`src/rtl/scl_rate_pkg.sv`:
```
package scl_rate_pkg;

    localparam int CFG_W = 16;
    localparam int LEN_W = CFG_W + 1;

    typedef struct packed {
        logic [CFG_W-1:0] psc;
        logic [CFG_W-1:0] low;
        logic [CFG_W-1:0] high;
    } scl_cfg_t;

    typedef enum logic [1:0] {
        PH_IDLE = 2'd0,
        PH_LOW  = 2'd1,
        PH_HIGH = 2'd2
    } scl_phase_e;

    // Fixed stretch added to both phases, chosen by the prescaler setting.
    function automatic logic [2:0] phase_offset(input logic [CFG_W-1:0] psc);
        if (psc == '0)
            return 3'd7;
        else if (psc == CFG_W'(1))
            return 3'd6;
        else
            return 3'd5;
    endfunction

    function automatic logic [LEN_W-1:0] phase_len(input logic [CFG_W-1:0] cnt,
                                                   input logic [CFG_W-1:0] psc);
        return {1'b0, cnt} + LEN_W'(phase_offset(psc));
    endfunction

endpackage

```
`src/rtl/scl_cfg_hold.sv`:
```
module scl_cfg_hold
    import scl_rate_pkg::*;
(
    input  logic     clk,
    input  logic     rst,
    input  logic     core_run,
    input  scl_cfg_t cfg_in,
    output scl_cfg_t cfg_q
);

    always_ff @(posedge clk) begin
        if (rst)
            cfg_q <= '0;
        else if (!core_run)
            cfg_q <= cfg_in;
    end

    // The held copy never moves while the core keeps running.
    assert_cfg_frozen_R8: assert property (@(posedge clk) disable iff (rst)
        (core_run && $past(core_run)) |-> $stable(cfg_q));

endmodule

```
`src/rtl/scl_prescaler.sv`:
```
module scl_prescaler
    import scl_rate_pkg::*;
(
    input  logic             clk,
    input  logic             rst,
    input  logic             run,
    input  logic [CFG_W-1:0] div,
    output logic             tick
);

    logic [CFG_W-1:0] pcnt;

    assign tick = run && (pcnt == div);

    always_ff @(posedge clk) begin
        if (rst || !run)
            pcnt <= '0;
        else if (pcnt == div)
            pcnt <= '0;
        else
            pcnt <= pcnt + CFG_W'(1);
    end

    // The divider count never passes the setting, so each tick spacing is PSC+1.
    assert_pcnt_bound_R3: assert property (@(posedge clk) disable iff (rst)
        (run && $past(run)) |-> (pcnt <= div));

endmodule

```
`src/rtl/scl_phase_fsm.sv`:
```
module scl_phase_fsm
    import scl_rate_pkg::*;
(
    input  logic     clk,
    input  logic     rst,
    input  logic     active,
    input  scl_cfg_t cfg,
    input  logic     tick,
    output logic     counting,
    output logic     scl_q,
    output logic     mid_q,
    output logic     rise_q
);

    scl_phase_e       state;
    logic [LEN_W-1:0] cnt;
    logic [LEN_W-1:0] len_low;
    logic [LEN_W-1:0] len_high;
    logic [LEN_W-1:0] half_low;
    logic             low_last;
    logic             high_last;

    assign len_low   = phase_len(cfg.low, cfg.psc);
    assign len_high  = phase_len(cfg.high, cfg.psc);
    assign half_low  = len_low >> 1;
    assign low_last  = (cnt == len_low - LEN_W'(1));
    assign high_last = (cnt == len_high - LEN_W'(1));
    assign counting  = active && (state != PH_IDLE);

    always_ff @(posedge clk) begin
        if (rst || !active) begin
            state  <= PH_IDLE;
            cnt    <= '0;
            scl_q  <= 1'b1;
            mid_q  <= 1'b0;
            rise_q <= 1'b0;
        end else begin
            mid_q  <= 1'b0;
            rise_q <= 1'b0;
            unique case (state)
                PH_IDLE: begin
                    state <= PH_LOW;
                    cnt   <= '0;
                    scl_q <= 1'b0;
                end
                PH_LOW: begin
                    if (tick) begin
                        mid_q <= (cnt == half_low - LEN_W'(1));
                        if (low_last) begin
                            state  <= PH_HIGH;
                            cnt    <= '0;
                            scl_q  <= 1'b1;
                            rise_q <= 1'b1;
                        end else begin
                            cnt <= cnt + LEN_W'(1);
                        end
                    end
                end
                PH_HIGH: begin
                    if (tick) begin
                        if (high_last) begin
                            state <= PH_LOW;
                            cnt   <= '0;
                            scl_q <= 1'b0;
                        end else begin
                            cnt <= cnt + LEN_W'(1);
                        end
                    end
                end
                default: begin
                    state <= PH_IDLE;
                    scl_q <= 1'b1;
                end
            endcase
        end
    end

    assert_idle_high_R1: assert property (@(posedge clk) disable iff (rst)
        !$past(active) |-> (scl_q && !mid_q && !rise_q));

    assert_start_low_R2: assert property (@(posedge clk) disable iff (rst)
        ($past(active) && $past(state) == PH_IDLE) |-> !scl_q);

    assert_cnt_bound_R4: assert property (@(posedge clk) disable iff (rst)
        (state == PH_LOW) |-> (cnt < len_low));

    assert_cnt_bound_high_R4: assert property (@(posedge clk) disable iff (rst)
        (state == PH_HIGH) |-> (cnt < len_high));

    assert_rise_edge_R6: assert property (@(posedge clk) disable iff (rst)
        rise_q |-> (scl_q && !$past(scl_q)));

    assert_mid_in_low_R7: assert property (@(posedge clk) disable iff (rst)
        mid_q |-> !scl_q);

    assert_strobe_excl_R7: assert property (@(posedge clk) disable iff (rst)
        $onehot0({mid_q, rise_q}));

endmodule

```
`src/rtl/scl_rate_gen.sv`:
```
module scl_rate_gen
    import scl_rate_pkg::*;
(
    input  logic             clk,
    input  logic             rst,
    input  logic [CFG_W-1:0] cfg_prescale,
    input  logic [CFG_W-1:0] cfg_low_cnt,
    input  logic [CFG_W-1:0] cfg_high_cnt,
    input  logic             core_run,
    input  logic             gen_en,
    output logic             scl_drive,
    output logic             mid_low_stb,
    output logic             rise_stb
);

    scl_cfg_t cfg_live;
    scl_cfg_t cfg_held;
    logic     active;
    logic     counting;
    logic     tick;

    assign cfg_live = '{psc: cfg_prescale, low: cfg_low_cnt, high: cfg_high_cnt};
    assign active   = core_run && gen_en;

    scl_cfg_hold u_hold (
        .clk      (clk),
        .rst      (rst),
        .core_run (core_run),
        .cfg_in   (cfg_live),
        .cfg_q    (cfg_held)
    );

    scl_prescaler u_pre (
        .clk  (clk),
        .rst  (rst),
        .run  (counting),
        .div  (cfg_held.psc),
        .tick (tick)
    );

    scl_phase_fsm u_fsm (
        .clk      (clk),
        .rst      (rst),
        .active   (active),
        .cfg      (cfg_held),
        .tick     (tick),
        .counting (counting),
        .scl_q    (scl_drive),
        .mid_q    (mid_low_stb),
        .rise_q   (rise_stb)
    );

endmodule

```
`config.mk`:
```
export PLATFORM = sky130hd
export DESIGN_NAME = scl_rate_gen
export DESIGN_NICKNAME = d
export VERILOG_FILES = /design/src/rtl/scl_rate_pkg.sv /design/src/rtl/scl_cfg_hold.sv /design/src/rtl/scl_prescaler.sv /design/src/rtl/scl_phase_fsm.sv /design/src/rtl/scl_rate_gen.sv
export SDC_FILE = /design/constraint.sdc
export NUM_CORES = 1
export LEC_CHECK = 0
export BUFFER_PORTS_ARGS = -buffer_cell sky130_fd_sc_hd__buf_2
export CORE_ASPECT_RATIO = 0.8
export CORE_MARGIN = 5
export CORE_UTILIZATION = 50
export CTS_CLUSTER_SIZE = 20
export DETAILED_ROUTE_END_ITERATION = 7
export PLACE_DENSITY_LB_ADDON = 0.05
export SYNTH_ARGS = -nofsm -noshare
export SYNTH_HDL_FRONTEND = slang
export SYNTH_HIERARCHICAL = 1
export SYNTH_SLANG_ARGS = --single-unit
```
`constraint.sdc`:
```
create_clock -name clk -period 14.2 [get_ports clk]
set_input_delay 2.84 -clock clk [delete_from_list [all_inputs] [get_ports clk]]
set_output_delay 2.84 -clock clk [all_outputs]
set_load 0.03 [all_outputs]
```
==> summary.md <==
| Metric | Value |
|---|---|
| Area growth from synthesis to layout | 8.44% |
| Syn Nets | a little over 800 |
| CTS H-tree depth | 3 |
| First-pass GRT wire length | roughly 27 mm |
| Clock slew at reported path FFs | 70 ps |
| CP max stage cell | o41ai_4 |
| Synth top area share | 0.273 |
| Worst Hold Slack | slightly above 500 ps |
| Placeable Area | roughly 12000 sq um |
| Grt met1 use | 0.307 |
| Syn Area/Cell | about 8.3 sq um |
| Final antenna-violating net count | 0 |
| Initial antenna violation count | 0 |
| Final WL | 16.0 mm |
| WL/cell | between 15 and 20 microns |
| Post-synth top area cell | dfxtp_1 |
| Place WS | approximately 8400 ps |
| Delay-heaviest family, CP | compound AO/OA/AOI/OAI gates |
| Initial DRC count | around 430 |
| Die W | 136 microns |
| Static leakage | about 0.0026 uW |
| Pwr Total | 612 uW |
| Startpoint Class | flip-flop |
| Port bufs | 54 |
| Skew final | 5.73 ps |
| Resize count post-CTS | 0 |
| Post-synth EDFFs | 0 |
| Antenna cells | 0 |
| Max-cap viol count | 0 |
| Worst Tran Pin Value | roughly 1100 ps |
| FF+latch count, synth | between 80 and 90 |
| Final Critical Period | 5700 ps |
| Final Hold Viols | 0 |
| CP Capture Type | flip-flop |
| Initial core utilization | 0.514 |
| Max IR drop VDD | approximately 0.055 mV |
| Deepest clock path buffer count | 2 |
| Cell area after synthesis | approximately 6300 sq um |
| Die footprint | between 10000 and 15000 sq um |
| Status | complete, no violations |
| Tot GR Track Use | 0.214 |
| FMAX | between 150 and 200 MHz |
| Final Cycle Share | 0.402 |
| Slew margin rel. | 0.277 |
| Met2 Use GR | 0.328 |
| P per Cell Area | 89.3 nW/um^2 |
| Worst Path Arrival | 5930 ps |
| Synth Instances | 757 |
| CTS tree | done |
| Crit path buffers/inverters | 1 |
| Clk sinks | 86 |
| Fraction of layout cells with a size suffix above 1 | 0.118 |
| Global route overflow | 0 |
| Req. time, crit path | around 14000 ps |
| Cell Rows | 36 |
| Placer Congestion | between 0.8 and 0.9 |
| Postcts setup bufs | 0 |
| Hold crit path type | reg2reg |
| Commonest non-fill, non-tap cell in the layout | dfxtp_1 |
| Worst r2r src | u_hold/cfg_q[43]$_SDFFE_PP0N_ |
| Top FF cell, synth | dfxtp_1 |
| Root buffer cell | clkbuf_16 |
| Slew Limit Fails | 0 |
| CTS Buf Count | 9 |
| Latest clock arrival within the worst-skew pair | 340 ps |
| CP max stage delay | between 1000 and 1500 ps |
| Setup ws final | 8500 ps |
| Most Used Layer, Global Route | met2 |
| Synth top area cells | dfxtp_1 (27%), xnor2_1 (12%), mux2i_1 (8.7%) |
| Register area share after synthesis | 0.273 |
| Detail Placement HPWL | 12.0 mm |
| Vias in the first global route | about 5300 |
| Die height | roughly 110 microns |
| CP Launch Point | u_hold/cfg_q[43]$_SDFFE_PP0N_ |
| Max FO, Critical Path | 21 |
| DRC viols | 0 |
| Total Neg Setup Slack | 0 ps |
| Top-level port count | 55 |
| Number of distinct library cells after synthesis | 75 |
| Drt via density | ~5.8 |
| Vias | about 5500 |
| Most frequent cells in the layout | dfxtp_1 (86), xnor2_1 (85), nor2_1 (76), mux2i_1 (55), buf_2 (54) |
| Largest net degree at the start of global routing | 52 |
| # setup viols final | 0 |
| Hold path start | u_pre/pcnt[0]$_SDFF_PP0_ |
| Asr flop ratio synth | 0 |
| First-pass iteration count of the detailed router | 6 |
| Cell breakdown of the critical path | nor4_1 -> and4_1 -> nand2_1 -> ha_1 -> inv_1 -> fa_1 -> xnor2_1 -> ha_1 -> nor2b_1 -> o31a_1 -> nand3_1 -> or4_1 -> o211a_1 -> o31a_1 -> o41ai_4 -> o31ai_1 -> a21o_1 |
| Synth warn | 6 |
| Layout Nets | roughly 840 |
| Unrepaired setup endpoints after global routing | false |
| Grt met3 use | 0.0423 |
| Hold Buf Count CTS | 0 |
| Kind of critical path | reg2reg |
kinds of logic (layout without fill, tap and decap cells):
kind of cell,Yosys count,count (layout),synth area share
and+or+nand+nor,310,310,0.260
xor gates and xnor gates,110,110,0.153
AOI/OAI and AO/OA,107,107,0.132
DFF,86,86,0.273
buffers and inverters,70,93,0.0561
muxes,57,57,0.0907
adders and majority gates,17,17,0.0361
cell usage after synthesis, drive strengths merged (3+ instances only):
master	count
a221oi	3
or4	5
xor2	25
a21o	12
xnor2	85
nor2	76
nor2b	7
buf	20
o211ai	3
and3	12
nand4	23
ha	15
nand2b	18
nor4b	5
clkbuf	28
nor3b	4
nand2	46
o31a	4
dfxtp	86
nand3	34
nor3	32
o31ai	14
or3	7
a31oi	5
and2	9
a211oi	10
nor4	21
a21oi	14
o311ai	3
inv	22
mux2i	55
o21ai	17
or2	7
final cells by class:
| cell class | instances | area, sq um |
|---|---|---|
| multi-input cells | 601 | 4240 |
| inverters | 22 | 82.6 |
| clock buffers | 10 | 239 |
| fillers | 1165 | 5450 |
| flip-flops and latches | 86 | 1720 |
| well taps | 171 | 214 |
| repair buffers | 55 | 278 |
| clock inverters | 6 | 73.8 |
per-layer routing:
metal / wire (microns) / up-vias
met5: 0 / -
met4: 294 / 0
met3: 907 / 28
met2: 7110 / 175
met1: 7660 / 2588
li1: - / 2734
state kept, by name, indices dropped and copies added, names as in the netlist:
signal,cells
u_hold/cfg_q,48
u_fsm/scl_q,1
u_pre/pcnt,16
u_fsm/state,2
u_fsm/rise_q,1
u_fsm/cnt,17
u_fsm/mid_q,1
metrics by stage:
step	instance area, sq um	instances	util
after floorplan	6320	757	-
after CTS	6850	951	0.557
after global placement	6540	935	0.532
after global routing	6850	951	0.557
after detailed placement	6540	935	0.532
final	6850	951	0.557
power by group:
part	internal [uW]	switching, uW	leakage [uW]
clock network	144	108	0.000154
logic	43.5	54.2	0.00172
registers	250	12.7	0.000703
worst paths after layout:
check                           cells after the start  slack (ps)                   endpoint
worst max-delay path                               17        8500  u_fsm/cnt[2]$_SDFFE_PP0P_
worst min-delay path                                1         510   u_pre/pcnt[0]$_SDFF_PP0_
worst max register to register                     17        8500  u_fsm/cnt[2]$_SDFFE_PP0P_
worst min register to register                      1         510   u_pre/pcnt[0]$_SDFF_PP0_
No activity file was read; power rests on OpenSTA's default activity.
